File: src/rtl/i2creg_pkg.sv
package i2creg_pkg;

    typedef enum logic [2:0] {
        ST_IDLE,
        ST_DEV,
        ST_RHI,
        ST_RLO,
        ST_WR,
        ST_RD
    } phase_e;

    typedef struct packed {
        logic sda;
        logic scl_rise;
        logic scl_fall;
        logic start;
        logic stop;
    } bus_ev_t;

    localparam logic [6:0] DEV_BASE = 7'h2C;

    function automatic logic [6:0] dev_addr(input logic [2:0] sel);
        logic [2:0] s;
        s = (sel == 3'd7) ? 3'd6 : sel;
        return DEV_BASE + {4'b0000, s};
    endfunction

endpackage

File: src/rtl/i2creg_glitch.sv
module i2creg_glitch #(
    parameter int FILT_LEN = 4
) (
    input  logic clk,
    input  logic rst,
    input  logic din,
    output logic dout
);
    localparam int CW = $clog2(FILT_LEN + 1);

    logic [1:0]    sync;
    logic [CW-1:0] cnt;

    always_ff @(posedge clk) begin
        if (rst) begin
            sync <= 2'b11;
            dout <= 1'b1;
            cnt  <= '0;
        end else begin
            sync <= {sync[0], din};
            if (sync[1] == dout) begin
                cnt <= '0;
            end else if (cnt == CW'(FILT_LEN - 1)) begin
                dout <= sync[1];
                cnt  <= '0;
            end else begin
                cnt <= cnt + 1'b1;
            end
        end
    end
endmodule

File: src/rtl/i2creg_cond.sv
module i2creg_cond
    import i2creg_pkg::*;
(
    input  logic    clk,
    input  logic    rst,
    input  logic    scl,
    input  logic    sda,
    output bus_ev_t ev
);
    logic scl_q, sda_q;

    always_ff @(posedge clk) begin
        if (rst) begin
            scl_q <= 1'b1;
            sda_q <= 1'b1;
        end else begin
            scl_q <= scl;
            sda_q <= sda;
        end
    end

    always_comb begin
        ev.sda      = sda;
        ev.scl_rise = scl & ~scl_q;
        ev.scl_fall = ~scl & scl_q;
        ev.start    = scl & scl_q & sda_q & ~sda;
        ev.stop     = scl & scl_q & ~sda_q & sda;
    end
endmodule

File: src/rtl/i2creg_engine.sv
module i2creg_engine
    import i2creg_pkg::*;
(
    input  logic        clk,
    input  logic        rst,
    input  logic [2:0]  addr_sel,
    input  bus_ev_t     ev,
    output logic        sda_low,
    output logic [15:0] reg_addr,
    output logic [7:0]  reg_wdata,
    output logic        reg_wr,
    output logic        reg_rd,
    input  logic [7:0]  reg_rdata
);
    phase_e      st;
    logic [3:0]  bcnt;
    logic        ackph;
    logic        rnw;
    logic [7:0]  shreg;
    logic [15:0] ptr;
    logic        drv;

    logic byte_done, rx_state, dev_hit, load;

    always_comb begin
        byte_done = ev.scl_fall && !ackph && (bcnt == 4'd8);
        rx_state  = (st == ST_DEV) || (st == ST_RHI) || (st == ST_RLO) || (st == ST_WR);
        dev_hit   = (shreg[7:1] == dev_addr(addr_sel));
        load      = ev.scl_fall && ackph && (((st == ST_DEV) && rnw) || (st == ST_RD));
    end

    assign reg_wr    = (st == ST_WR) && byte_done;
    assign reg_rd    = load;
    assign reg_addr  = ptr;
    assign reg_wdata = shreg;
    assign sda_low   = drv;

    always_ff @(posedge clk) begin
        if (rst) begin
            st    <= ST_IDLE;
            bcnt  <= '0;
            ackph <= 1'b0;
            rnw   <= 1'b0;
            shreg <= '0;
            ptr   <= '0;
            drv   <= 1'b0;
        end else if (ev.start) begin
            st    <= ST_DEV;
            bcnt  <= '0;
            ackph <= 1'b0;
            drv   <= 1'b0;
        end else if (ev.stop) begin
            st    <= ST_IDLE;
            ackph <= 1'b0;
            drv   <= 1'b0;
        end else if (load) begin
            shreg <= reg_rdata;
            drv   <= ~reg_rdata[7];
            ptr   <= ptr + 16'd1;
            ackph <= 1'b0;
            bcnt  <= '0;
            st    <= ST_RD;
        end else if (rx_state) begin
            if (ev.scl_rise && !ackph && (bcnt < 4'd8)) begin
                shreg <= {shreg[6:0], ev.sda};
                bcnt  <= bcnt + 4'd1;
            end
            if (byte_done) begin
                bcnt  <= '0;
                ackph <= 1'b1;
                drv   <= 1'b1;
                unique case (st)
                    ST_DEV: begin
                        if (!dev_hit) begin
                            st    <= ST_IDLE;
                            drv   <= 1'b0;
                            ackph <= 1'b0;
                        end else begin
                            rnw <= shreg[0];
                        end
                    end
                    ST_RHI:  ptr[15:8] <= shreg;
                    ST_RLO:  ptr[7:0]  <= shreg;
                    ST_WR:   ptr       <= ptr + 16'd1;
                    default: ;
                endcase
            end else if (ev.scl_fall && ackph) begin
                drv   <= 1'b0;
                ackph <= 1'b0;
                unique case (st)
                    ST_DEV:  st <= ST_RHI;
                    ST_RHI:  st <= ST_RLO;
                    ST_RLO:  st <= ST_WR;
                    default: ;
                endcase
            end
        end else if (st == ST_RD) begin
            if (!ackph) begin
                if (ev.scl_rise) bcnt <= bcnt + 4'd1;
                if (ev.scl_fall) begin
                    if (bcnt == 4'd8) begin
                        drv   <= 1'b0;
                        ackph <= 1'b1;
                    end else begin
                        shreg <= {shreg[6:0], 1'b0};
                        drv   <= ~shreg[6];
                    end
                end
            end else if (ev.scl_rise && ev.sda) begin
                st    <= ST_IDLE;
                ackph <= 1'b0;
            end
        end
    end
endmodule

File: src/rtl/i2creg_port.sv
module i2creg_port
    import i2creg_pkg::*;
#(
    parameter int FILT_LEN = 4
) (
    input  logic        clk,
    input  logic        rst,
    input  logic [2:0]  addr_sel,
    input  logic        scl_i,
    input  logic        sda_i,
    output logic        sda_low,
    output logic [15:0] reg_addr,
    output logic [7:0]  reg_wdata,
    output logic        reg_wr,
    output logic        reg_rd,
    input  logic [7:0]  reg_rdata
);
    localparam int NLINES = 2;

    logic [NLINES-1:0] raw, filt;
    logic              scl_f, sda_f;
    bus_ev_t           ev;

    assign raw = {sda_i, scl_i};

    for (genvar g = 0; g < NLINES; g++) begin : g_filt
        i2creg_glitch #(.FILT_LEN(FILT_LEN)) u_filt (
            .clk  (clk),
            .rst  (rst),
            .din  (raw[g]),
            .dout (filt[g])
        );
    end

    assign scl_f = filt[0];
    assign sda_f = filt[1];

    i2creg_cond u_cond (
        .clk (clk),
        .rst (rst),
        .scl (scl_f),
        .sda (sda_f),
        .ev  (ev)
    );

    i2creg_engine u_eng (
        .clk       (clk),
        .rst       (rst),
        .addr_sel  (addr_sel),
        .ev        (ev),
        .sda_low   (sda_low),
        .reg_addr  (reg_addr),
        .reg_wdata (reg_wdata),
        .reg_wr    (reg_wr),
        .reg_rd    (reg_rd),
        .reg_rdata (reg_rdata)
    );
endmodule

File: config.mk
export PLATFORM = sky130hd
export DESIGN_NAME = i2creg_port
export DESIGN_NICKNAME = d
export VERILOG_FILES = /design/src/rtl/i2creg_pkg.sv /design/src/rtl/i2creg_glitch.sv /design/src/rtl/i2creg_cond.sv /design/src/rtl/i2creg_engine.sv /design/src/rtl/i2creg_port.sv
export SDC_FILE = /design/constraint.sdc
export NUM_CORES = 1
export LEC_CHECK = 0
export ABC_AREA = 1
export BUFFER_PORTS_ARGS = -buffer_cell sky130_fd_sc_hd__buf_2
export CORE_MARGIN = 2
export CORE_UTILIZATION = 55
export DETAILED_ROUTE_END_ITERATION = 12
export PLACE_DENSITY = 0.77
export SYNTH_ARGS = -nofsm -noshare
export SYNTH_HDL_FRONTEND = slang
export SYNTH_HIERARCHICAL = 1
export SYNTH_SLANG_ARGS = --single-unit
File: constraint.sdc
create_clock -name clk -period 2.3 [get_ports clk]
set_input_delay 0.46 -clock clk [delete_from_list [all_inputs] [get_ports clk]]
set_output_delay 0.46 -clock clk [all_outputs]
set_load 0.03 [all_outputs]
==> results.toml <==
[placed_design]
dp_hpwl_mm = 5.36
place_congestion = 0.957
port_buffers = 41

[timing]
worstMarginPinSlew_ns = 0.575
min_period_ns = 2.14
clock.fmax_mhz = 467
final-hold-violation-count = 0
slew_violations = 0
finalSetupViolCount = 0
rsz0062_at_grt = "false"
finalCritPeriodShare_pct = 93.1
final.setup.tns_ns = 0
whs_ns = 0.332
slew_headroom_pct = 61.5
skew_ns = 0.0100

[finish]
n_antenna_cell = 0
nFillCells = 472
syn_to_final_growth_pct = 14.2
nNetsFinal = 517
utilization_pct = 64.6
drive_gt1_share_pct = 15.7

[worst_setup_path]
cp_max_fo = 19
rrSetupSlack_ns = 0.34
critical_path_required_ns = 1.84
critPathCaptureType = "output pin"
r2r-end = "u_eng/reg_addr[10]$_SDFFE_PP0P_"
crit_end = "reg_rd"
critPathLaunchType = "flip-flop"
arrival_ns = 1.68
crit_start = "u_cond/scl_q$_SDFF_PP1_"
slowest_stage = "dfxtp_1"
crit_type = "reg2out"
max_stage_delay_ns = 0.36
crit_top_cell = "inv_1"
r2r_cells = 11
path_cells = "inv_1 -> nor2_1 -> nand2_1 -> a21oi_2 -> nand2_2 -> inv_1 -> buf_2"
timing.rr.start = "u_cond/scl_q$_SDFF_PP1_"

[yosys]
synthCells = 451
synth_area_um2 = 2870
syn-num-nets = 473
synth_cell_types = 34
yosysTopAreaCellShare_pct = 33.5
ys_warn_count = 6
ys_seq_elements = 48
ys_top_cells_by_area = "dfxtp_1 33%, nand2_1 15%, nor2_1 9.4%, inv_1 7.1%, a21oi_1 5.9%"
yosys.area.top_type = "dfxtp_1"
synth-seq-area-share_pct = 33.5
avgSynthCellArea_um2 = 6.37

[cts]
clock_latency_ns = 0.30
cts_resized = 0
postCtsSetupBuffers = 0
cts.sinks = 48
cts-root-buf = "clkbuf_8"
cts.reportedPaths.clkPinSlew_ns = 0.09
ctsHoldBuffers = 0
cts_made_buffers = 5
cts_max_level = 2
cts_buffer_depth = 2
cts_tree = "done"

[floorplanning]
ios = 42
fp.dieW_um = 76.3
coreArea_um2 = 5070
die-area_um2 = 5810
start_util_pct = 56.6
rows = 26
die_y_um = 76.3

[grt]
grt_pass1_vias = 2634
grt_util_all_layers_pct = 24.7
antenna_found_initial = 0
grt.overflow.total = 0
grt_pass1_wl_mm = 11.9
grt_max_degree = 22

[routing]
drc_errors = 0
first_iter_violations = 387
wl_mm = 7.07
vias = 3002
via_per_inst = 5.30
detail-route-antenna-nets = 0
post_drt_wl_per_cell_um = 12.5
dr.pass1.iters = 5

[run]
max_cap_violations = 0

[min_path]
hp-class = "in2reg"
hp-start = "scl_i"

[run_status]
status = "completed"

[power]
power_density_nw_per_um2 = 494
p_leak_uw = 0.00155
peakVddDrop_mv = 0.399
finalPower_uw = 1620
## critical path: cells and delay by family, from the launching register on
family / cells / cell delay (ns)
AND/OR/NAND/NOR: 3 / 0.48
AO/OA/AOI/OAI: 1 / 0.12
buffers and inverters: 3 / 0.42
flip-flops: 1 / 0.36
## per-stage QoR
stage | area [um^2] | worst slack, ns | std cells
after floorplan | 2870 | 0.606 | 451
after global placement | 3140 | 0.457 | 558
after detailed placement | 3140 | 0.387 | 558
after CTS | 3280 | 0.161 | 566
after global routing | 3280 | 0.0321 | 566
final | 3280 | 0.158 | 566
## flip-flops by register name, summed over array words and instances, names as in the netlist
name,count
u_eng/bcnt,4
g_filt.u_filt/sync,4
u_eng/reg_wdata,8
g_filt.u_filt/dout,2
u_cond/sda_q,1
g_filt.u_filt/cnt,6
u_eng/ackph,1
u_eng/st,3
u_eng/sda_low,1
u_eng/rnw,1
u_eng/reg_addr,16
u_cond/scl_q,1
## routing by layer
| metal | wire, um | GRT usage (%) |
|---|---|---|
| met5 | 0 | 0 |
| met4 | 91 | 7.27 |
| met3 | 439 | 4.27 |
| met2 | 3410 | 42.2 |
| met1 | 3130 | 32.1 |
## report_power, final
| group | switching [uW] | internal, uW |
|---|---|---|
| combinational | 27.9 | 18.5 |
| sequential | 2.04 | 835 |
| clock | 300 | 438 |
| total | 329 | 1290 |
## worst min path at each step
| stage | end | slack (ns) | depth (start not counted) |
|---|---|---|---|
| after CTS | g_filt[0].u_filt/sync[0]$_SDFF_PP1_ | 0.32 | 2 |
| after detailed placement | g_filt[0].u_filt/sync[1]$_SDFF_PP1_ | 0.40 | 1 |
| after floorplan | g_filt[0].u_filt/sync[1]$_SDFF_PP1_ | 0.39 | 1 |
| after global routing | g_filt[1].u_filt/sync[0]$_SDFF_PP1_ | 0.32 | 2 |
| final | g_filt[0].u_filt/sync[0]$_SDFF_PP1_ | 0.33 | 2 |
| after global placement | g_filt[0].u_filt/sync[1]$_SDFF_PP1_ | 0.39 | 1 |
## synthesized netlist by cell type
master	count
a21oi_2	1
buf_6	1
inv_4	1
xor2_1	6
or2_1	1
o21ai_0	33
nand4_2	1
ha_1	7
inv_2	3
o21a_1	2
a211oi_1	1
nor2_2	4
xnor2_1	1
o211ai_1	2
nand3_2	2
nand2_2	5
a21oi_1	34
nor3_1	7
or2_2	5
nand4_1	6
dfxtp_1	48
nand2_4	1
buf_4	2
nand3_1	28
buf_2	2
a21boi_0	2
inv_1	54
nor2_1	72
nand2_1	112
clkbuf_1	2
nand3b_1	1
nand3b_2	1
nand3_4	2
a31oi_1	1
## final cells by class
cell class / instances / area (um^2) / share of cell area [%]
Multi-Input combinational cell: 338 / 1650 / 50.2
Tap cell: 70 / 87.6 / 2.67
Clock buffer: 5 / 68.8 / 2.10
Sequential cell: 48 / 961 / 29.3
Inverter: 58 / 220 / 6.71
Timing Repair Buffer: 44 / 228 / 6.94
Clock inverter: 3 / 68.8 / 2.10
## cells in the final DEF, fill, tap and decap left out
cell       instances
a21oi_1           34
nand2_4            1
a21boi_0           2
nor3_1             7
o21a_1             2
nand3_4            2
nand3b_1           1
a211oi_1           1
bufinv_16          2
nor2_1            72
nand2_1          112
buf_2             41
nand4_1            6
nand3_2            2
o211ai_1           2
dfxtp_1           48
nand3b_2           1
clkbuf_8           5
a21oi_2            1
buf_4              3
inv_1             54
or2_1              1
or2_2              5
nand2_2            5
nand3_1           28
nor2_2             4
o21ai_0           33
ha_1               7
inv_2              3
inv_6              1
xor2_1             6
xnor2_1            1
a31oi_1            1
inv_4              1
nand4_2            1
## logic make-up after synthesis
kind of cell,after synthesis,share of synthesized area (%)
compound gates,76,14.0
xor+xnor,7,2.14
fa+ha+maj,7,3.05
buf+inv,65,9.19
flops,48,33.5
simple gates,248,38.1
(Power assumes the default switching activity.)
